`src/rtl/pci_cfg_space.sv`:
```
module pci_cfg_space #(
  parameter logic [15:0] VENDOR_ID     = 16'h1234,
  parameter logic [15:0] DEVICE_ID     = 16'h5A3C,
  parameter logic [7:0]  REVISION      = 8'h03,
  parameter logic [23:0] CLASS_CODE    = 24'h0B4000,
  parameter logic [15:0] SUBSYS_VENDOR = 16'h1234,
  parameter logic [15:0] SUBSYS_ID     = 16'h00C1,
  parameter logic [7:0]  INT_PIN       = 8'h01,
  parameter logic [7:0]  MIN_GNT       = 8'h04,
  parameter logic [7:0]  MAX_LAT       = 8'h08
) (
  input  logic        clk,
  input  logic        rst_n,
  input  logic        req_valid,
  input  logic [20:0] req_data,
  input  logic        ev_parity_err,
  input  logic        ev_serr,
  input  logic        ev_master_abort,
  input  logic        ev_special_cycle,
  input  logic        ev_target_abort_rcvd,
  input  logic        ev_target_abort_sig,
  input  logic        ev_master_data_perr,
  output logic        rsp_valid,
  output logic [20:0] rsp_data,
  output logic        pass_valid,
  output logic [20:0] pass_data
);

  logic [9:0]  cmd;
  logic [5:0]  sticky;   // {31,30,29,28,27,24}
  logic [7:0]  cache_line, lat_timer, int_line;
  logic [31:0] dword;
  logic [7:0]  rd_byte;

  wire [7:0] addr   = req_data[7:0];
  wire [7:0] wbyte  = req_data[15:8];
  wire       wr     = req_data[16];
  wire       rd     = req_data[17];
  wire       fn0    = (req_data[20:18] == 3'd0);
  wire       cfg    = req_valid && (wr || rd);
  wire       do_wr  = cfg && wr && fn0;

  wire [15:0] status = {sticky[5:1], 2'b01, sticky[0], 8'hA0};

  always_comb begin
    case (addr[7:2])
      6'd0:    dword = {DEVICE_ID, VENDOR_ID};
      6'd1:    dword = {status, 6'b0, cmd};
      6'd2:    dword = {CLASS_CODE, REVISION};
      6'd3:    dword = {16'h0000, lat_timer, cache_line};
      6'd11:   dword = {SUBSYS_ID, SUBSYS_VENDOR};
      6'd15:   dword = {MAX_LAT, MIN_GNT, INT_PIN, int_line};
      default: dword = 32'h0;
    endcase
  end

  wire [31:0] shifted = dword >> {addr[1:0], 3'b000};
  assign rd_byte = fn0 ? shifted[7:0] : 8'h00;

  wire [5:0] ev_set = {ev_parity_err, ev_serr, ev_master_abort && !ev_special_cycle,
                       ev_target_abort_rcvd, ev_target_abort_sig, ev_master_data_perr};
  wire [5:0] ev_clr = (do_wr && addr == 8'h07) ? {wbyte[7:3], wbyte[0]} : 6'b0;

  always_ff @(posedge clk) begin
    if (!rst_n) begin
      cmd        <= 10'h080;
      sticky     <= 6'b0;
      cache_line <= 8'h00;
      lat_timer  <= 8'h00;
      int_line   <= 8'h00;
      rsp_valid  <= 1'b0;
      rsp_data   <= 21'h0;
      pass_valid <= 1'b0;
      pass_data  <= 21'h0;
    end else begin
      sticky <= (sticky & ~ev_clr) | ev_set;
      if (do_wr) begin
        case (addr)
          8'h04:   cmd[7:0]   <= wbyte;
          8'h05:   cmd[9:8]   <= wbyte[1:0];
          8'h0C:   cache_line <= wbyte;
          8'h0D:   lat_timer  <= wbyte;
          8'h3C:   int_line   <= wbyte;
          default: ;
        endcase
      end
      rsp_valid  <= cfg;
      rsp_data   <= cfg ? {req_data[20:16], rd_byte, addr} : rsp_data;
      pass_valid <= req_valid && !wr && !rd;
      pass_data  <= (req_valid && !wr && !rd) ? req_data : pass_data;
    end
  end

  AST_RSP_NEXT: assert property (@(posedge clk) disable iff (!rst_n)
    cfg |=> rsp_valid);
  AST_PASS_ONLY: assert property (@(posedge clk) disable iff (!rst_n)
    (req_valid && !wr && !rd) |=> (pass_valid && !rsp_valid));
  AST_CMD_TOP_ZERO: assert property (@(posedge clk) disable iff (!rst_n)
    (rsp_valid && rsp_data[7:0] == 8'h05) |-> (rsp_data[15:10] == 6'b0));
  AST_SERR_STICKS: assert property (@(posedge clk) disable iff (!rst_n)
    ev_serr |=> sticky[4]);
  AST_SPECIAL_NO_MA: assert property (@(posedge clk) disable iff (!rst_n)
    (ev_master_abort && ev_special_cycle && !sticky[3]) |=> !sticky[3]);
  AST_W1C_ONLY: assert property (@(posedge clk) disable iff (!rst_n)
    $fell(sticky[5]) |-> $past(do_wr && addr == 8'h07 && wbyte[7]));

endmodule

```
`config.mk`:
```
export PLATFORM = sky130hd
export DESIGN_NAME = pci_cfg_space
export DESIGN_NICKNAME = d
export VERILOG_FILES = /design/src/rtl/pci_cfg_space.sv
export SDC_FILE = /design/constraint.sdc
export NUM_CORES = 1
export LEC_CHECK = 0
export ABC_CLOCK_PERIOD_IN_PS = 2100
export CORE_MARGIN = 2
export CORE_UTILIZATION = 40
export DETAILED_ROUTE_END_ITERATION = 7
export PLACE_DENSITY = 0.73
export SLEW_MARGIN = 20
export SYNTH_ARGS = -nofsm -noshare
export SYNTH_HDL_FRONTEND = slang
export SYNTH_SLANG_ARGS = --single-unit
```
`constraint.sdc`:
```
create_clock -name clk -period 2.1 [get_ports clk]
set_input_delay 0.63 -clock clk [delete_from_list [all_inputs] [get_ports clk]]
set_output_delay 0.63 -clock clk [all_outputs]
set_load 0.01 [all_outputs]
```
# ---- Word-level counts from Yosys, hierarchy flattened
# Index checks and enable logic that the tools add are counted.
# Widths: inputs -> output; s select.
dict set report classes {
  muxes 3
  n_bitwise 3
  shift 1
  eq_ne 11
  n_reduce_logical 18
}
# cell n
set ops {}
lappend ops {{$pmux 32 s6} 1}
lappend ops {{$shr 32x5->8} 1}
lappend ops {{$eq 8x3->1 const B} 3}
lappend ops {{$eq 8x4->1 const B} 2}
lappend ops {{$eq 6x2->1 const B} 2}
lappend ops {{$eq 6x4->1 const B} 2}
lappend ops {{$reduce_and 2->1} 5}
lappend ops {{$eq 8x6->1 const B} 1}
lappend ops {{$mux 8} 1}
lappend ops {{$logic_and 1x1->1} 7}
lappend ops {{$and 6x6->6} 1}
lappend ops {{$eq 6x1->1 const B} 1}
lappend ops {{$logic_not 6->1} 1}
lappend ops {{$mux 6} 1}
lappend ops {{$not 6->6} 1}
lappend ops {{$or 6x6->6} 1}
lappend ops {{$logic_not 1->1} 3}
lappend ops {{$logic_not 3->1} 1}
lappend ops {{$logic_or 1x1->1} 1}
dict set report totals {
  word_cells 46
  out_inout_bits 44
  in_bits 31
  register_bits 84
}

# ---- Longest topological paths before layout
dict set report logic_depth {
  word_depth 9
  ltp_mapped 7
  mapped_depth_nobuf 5
}

# ---- Worst setup path before layout
# OpenSTA, ideal clock, no wires.
dict set report synth_path {
  path_kind {input to register}
  startpoint {in req_data[4]}
  endpoint {reg sticky[0]}
  slack_ns 0.132
  arrival_time_ns 1.853
  path_buffers 1
  cell_stages 6
  required_ns 1.985
  path_cell_list {nor4_4 -> nand2_2 -> buf_6 -> nor3_4 -> a21boi_0 -> o21a_1}
}
dict set report synth_via {
  elab_chain_len 6
}
# element line_no
set synth_lines {}
lappend synth_lines {{from (decl)} 15} ;# input logic [20:0] req_data,
lappend synth_lines {{$eq 8x3->1} 62} ;# wire [5:0] ev_clr = (do_wr && addr == 8'h07) ? {wbyte[7:3], wbyte[0]} : 6'b0;
lappend synth_lines {{$logic_and 1x1->1} 62}
lappend synth_lines {{$mux 6} 62}
lappend synth_lines {{$not 6->6} 76} ;# sticky <= (sticky & ~ev_clr) | ev_set;
lappend synth_lines {{$and 6x6->6} 76}
lappend synth_lines {{$or 6x6->6} 76}
lappend synth_lines {{to (signal assigned)} 76}
lappend synth_lines {{to (decl)} 30} ;# logic [5:0] sticky;
# Every way passes these cells.
# A chain may end at the register's enable or synchronous reset.

# ---- Worst setup path in the final report
dict set report layout_path {
  startpoint {reg rsp_data[14]}
  endpoint {out rsp_data[14]}
}
# element line_no
set layout_rtl {}
lappend layout_rtl {{from (decl)} 24} ;# output logic [20:0] rsp_data,
lappend layout_rtl {{from (signal assigned)} 88} ;# rsp_data <= cfg ? {req_data[20:16], rd_byte, addr} : rsp_data;
# No word-level cell between the ends.

==> results.json <==
{
  "num_vias": 3589,
  "min_period_over_period_pct": 95.1,
  "cts_sinks": 84,
  "cp_max_fo": 3,
  "rsz0062_at_grt": "no",
  "setup.worst_path.end_class": "output port",
  "synth_top_area_cell": "dfxtp_1",
  "grt_max_degree": 39,
  "power_leakage_nw": 1.92,
  "crit_family": "buffers and inverters",
  "finalNetCount": 585,
  "rr_worst_depth": 4,
  "hold_violations": 0,
  "die_width_um": 101,
  "yosysWarnings": 0,
  "power.density_nw_per_um2": 607,
  "ys_seq_elements": 84,
  "ir_drop_mv": 0.261,
  "report.final.slew_viol_count": 0,
  "initial_core_util_pct": 41.2,
  "slowest_delay_ps": 590,
  "rrSetupSlack_ps": 920,
  "period_needed_ps": 2000,
  "ys.flop_type": "dfxtp_1",
  "synthCells": 435,
  "layout_commonest_cell": "nand2_1",
  "boundaryPins": 75,
  "initialDrtViolationCount": 247,
  "grt_pass1_wl_mm": 19.0,
  "maxCapViolations": 0,
  "track_usage_pct": 24.8,
  "placedInstanceArea_um2": 5030,
  "min_path_type": "reg -> reg",
  "synth_cell_types": 48,
  "routed_wl_mm": 12.3,
  "max_freq_mhz": 501,
  "routed_via_density": 5.36,
  "synth_area_leaders": "dfxtp_1, a21boi_0, nand2_1",
  "seq_area_frac_synth_pct": 44.4,
  "clk_latency_ps": 380,
  "cts_buffer_depth": 2,
  "diodes": 0,
  "cts_buffers": 9,
  "synthesis.nets": 466,
  "h-tree-depth": 3,
  "status": "complete, no violations",
  "cp-start-kind": "register",
  "grt_pass1_vias": 3482,
  "clk_pin_slew_ps": 90,
  "syn2layout_area_growth_pct": 38.7,
  "timing.slew.headroom_pct": 68.5,
  "netlist_area_um2": 3790,
  "antenna_violating_nets_post_route": 0,
  "synth.avg_cell_area_um2": 8.71,
  "port_buffers": 74,
  "slowest_stage": "clkdlybuf4s50_1",
  "dp.cells": 652,
  "synth_top_area_share_pct": 44.4,
  "fin_skew_ps": 7.63,
  "drc": 0,
  "async_flop_share_pct": 0,
  "setup_viol_count_final": 0,
  "fin_cells": 670,
  "die_y_um": 101,
  "drt-wirelength-per-cell_um": 18.3,
  "synth-edff-count": 0,
  "path_class": "reg -> out",
  "setup_tns_ps": 0,
  "hpwl_mm": 9.17,
  "path_cells": "clkdlybuf4s50_1",
  "cts-root-buf": "clkbuf_8",
  "tightest_slew_ps": 469,
  "die_area_um2": 10300,
  "min_delay_path_depth": 2,
  "place.gp.congestion": 0.981,
  "rows": 35,
  "drt_first_pass_iters": 4,
  "cts_tree": "yes",
  "overflow": 0,
  "final_area_um2": 5250,
  "drive_above_1_share_pct": 17.4,
  "cp.depth": 1,
  "critPathBufInv": 1,
  "coreArea_um2": 9200,
  "required_ps": 1470,
  "crit_arrival_ps": 1370,
  "hold_buffers": 0,
  "final_cell_mix": "nand2_1, dfxtp_1, clkdlybuf4s50_1",
  "antenna_found_initial": 0
}
## stage by stage
| stage | setup WS (ps) | power (W) | utilization [%] | hold slack (ps) |
|---|---|---|---|---|
| after floorplan | 132 | 0.00185 | - | 452 |
| after global placement | -472 | 0.00211 | 54.7 | 450 |
| after detailed placement | -462 | 0.00212 | 54.7 | 456 |
| after CTS | 12.5 | 0.00321 | 57.0 | 469 |
| after global routing | 30.2 | 0.00329 | 57.1 | 486 |
| final | 104 | 0.00319 | 57.1 | 463 |
## path summary, 6_finish.rpt
kind	from	endpoint
hold / removal	rsp_data[18]$_SDFFE_PN0N_	rsp_data[18]$_SDFFE_PN0N_
hold reg to reg	rsp_data[18]$_SDFFE_PN0N_	rsp_data[18]$_SDFFE_PN0N_
setup / recovery	rsp_data[14]$_SDFFE_PN0N_	rsp_data[14]
setup reg to reg	sticky[3]$_SDFF_PN0_	rsp_data[13]$_SDFFE_PN0N_
## power breakdown
group          switching [W]  internal (W)  leakage (nW)  total [W]
clock               0.000665      0.000446        0.0881    0.00111
combinational       0.000219      0.000215          1.15   0.000433
sequential         0.0000181       0.00163         0.682    0.00165
## logic make-up (layout without fill, tap and decap cells)
kind of cell    count (synthesis)  in the layout  share of synthesized area, %
flops                          84             84                          44.4
mux                            22             22                          5.81
buf+inv                        32            156                          3.83
compound gates                122            122                          22.3
simple gates                  175            175                          23.6
## synth_stat cells, drive strengths merged (2+ instances only)
cell type  instances
nand2             96
dfxtp             84
a21boi            48
nor2b             29
clkbuf            24
mux2i             22
o21ai             21
a21oi             20
nor2              11
nor3               7
and3               6
buf                6
nand3              6
o21a               6
a211oi             4
a221oi             4
a32o               4
and2               4
o211ai             4
nand4              3
nor4               3
a31oi              2
inv                2
nand2b             2
## layout make-up
cell class	count	area, um2
Fill cell	875	3940
Multi-Input combinational cell	319	1990
Sequential cell	84	1680
Timing Repair Buffer	138	1260
Tap cell	111	139
Clock buffer	9	124
Clock inverter	7	57.6
Inverter	2	7.51
## registers in the layout, summed over array words and instances (netlist names)
| name | flops |
|---|---|
| cache_line | 8 |
| cmd | 10 |
| int_line | 8 |
| lat_timer | 8 |
| pass_data | 21 |
| pass_valid | 1 |
| rsp_data | 21 |
| rsp_valid | 1 |
| sticky | 6 |
## metal layers
metal  share of wire (%)  GRT usage [%]  routed length (um)  vias up
met5                   0              0                   0        -
met4                 2.6           11.3                 319        0
met3                 5.3           3.93                 653       23
met2                  48           41.6                5890      116
met1                  44           31.3                5390     1691
li1                    -              -                   -     1759
## timing repair
action	in CTS	in global routing
resized for setup	19	4
buffers inserted	2	0
endpoints found under the setup margin	27	36
hold endpoints to repair	0	0
pin swaps	5	3
Power figures use the tool's default switching activity.
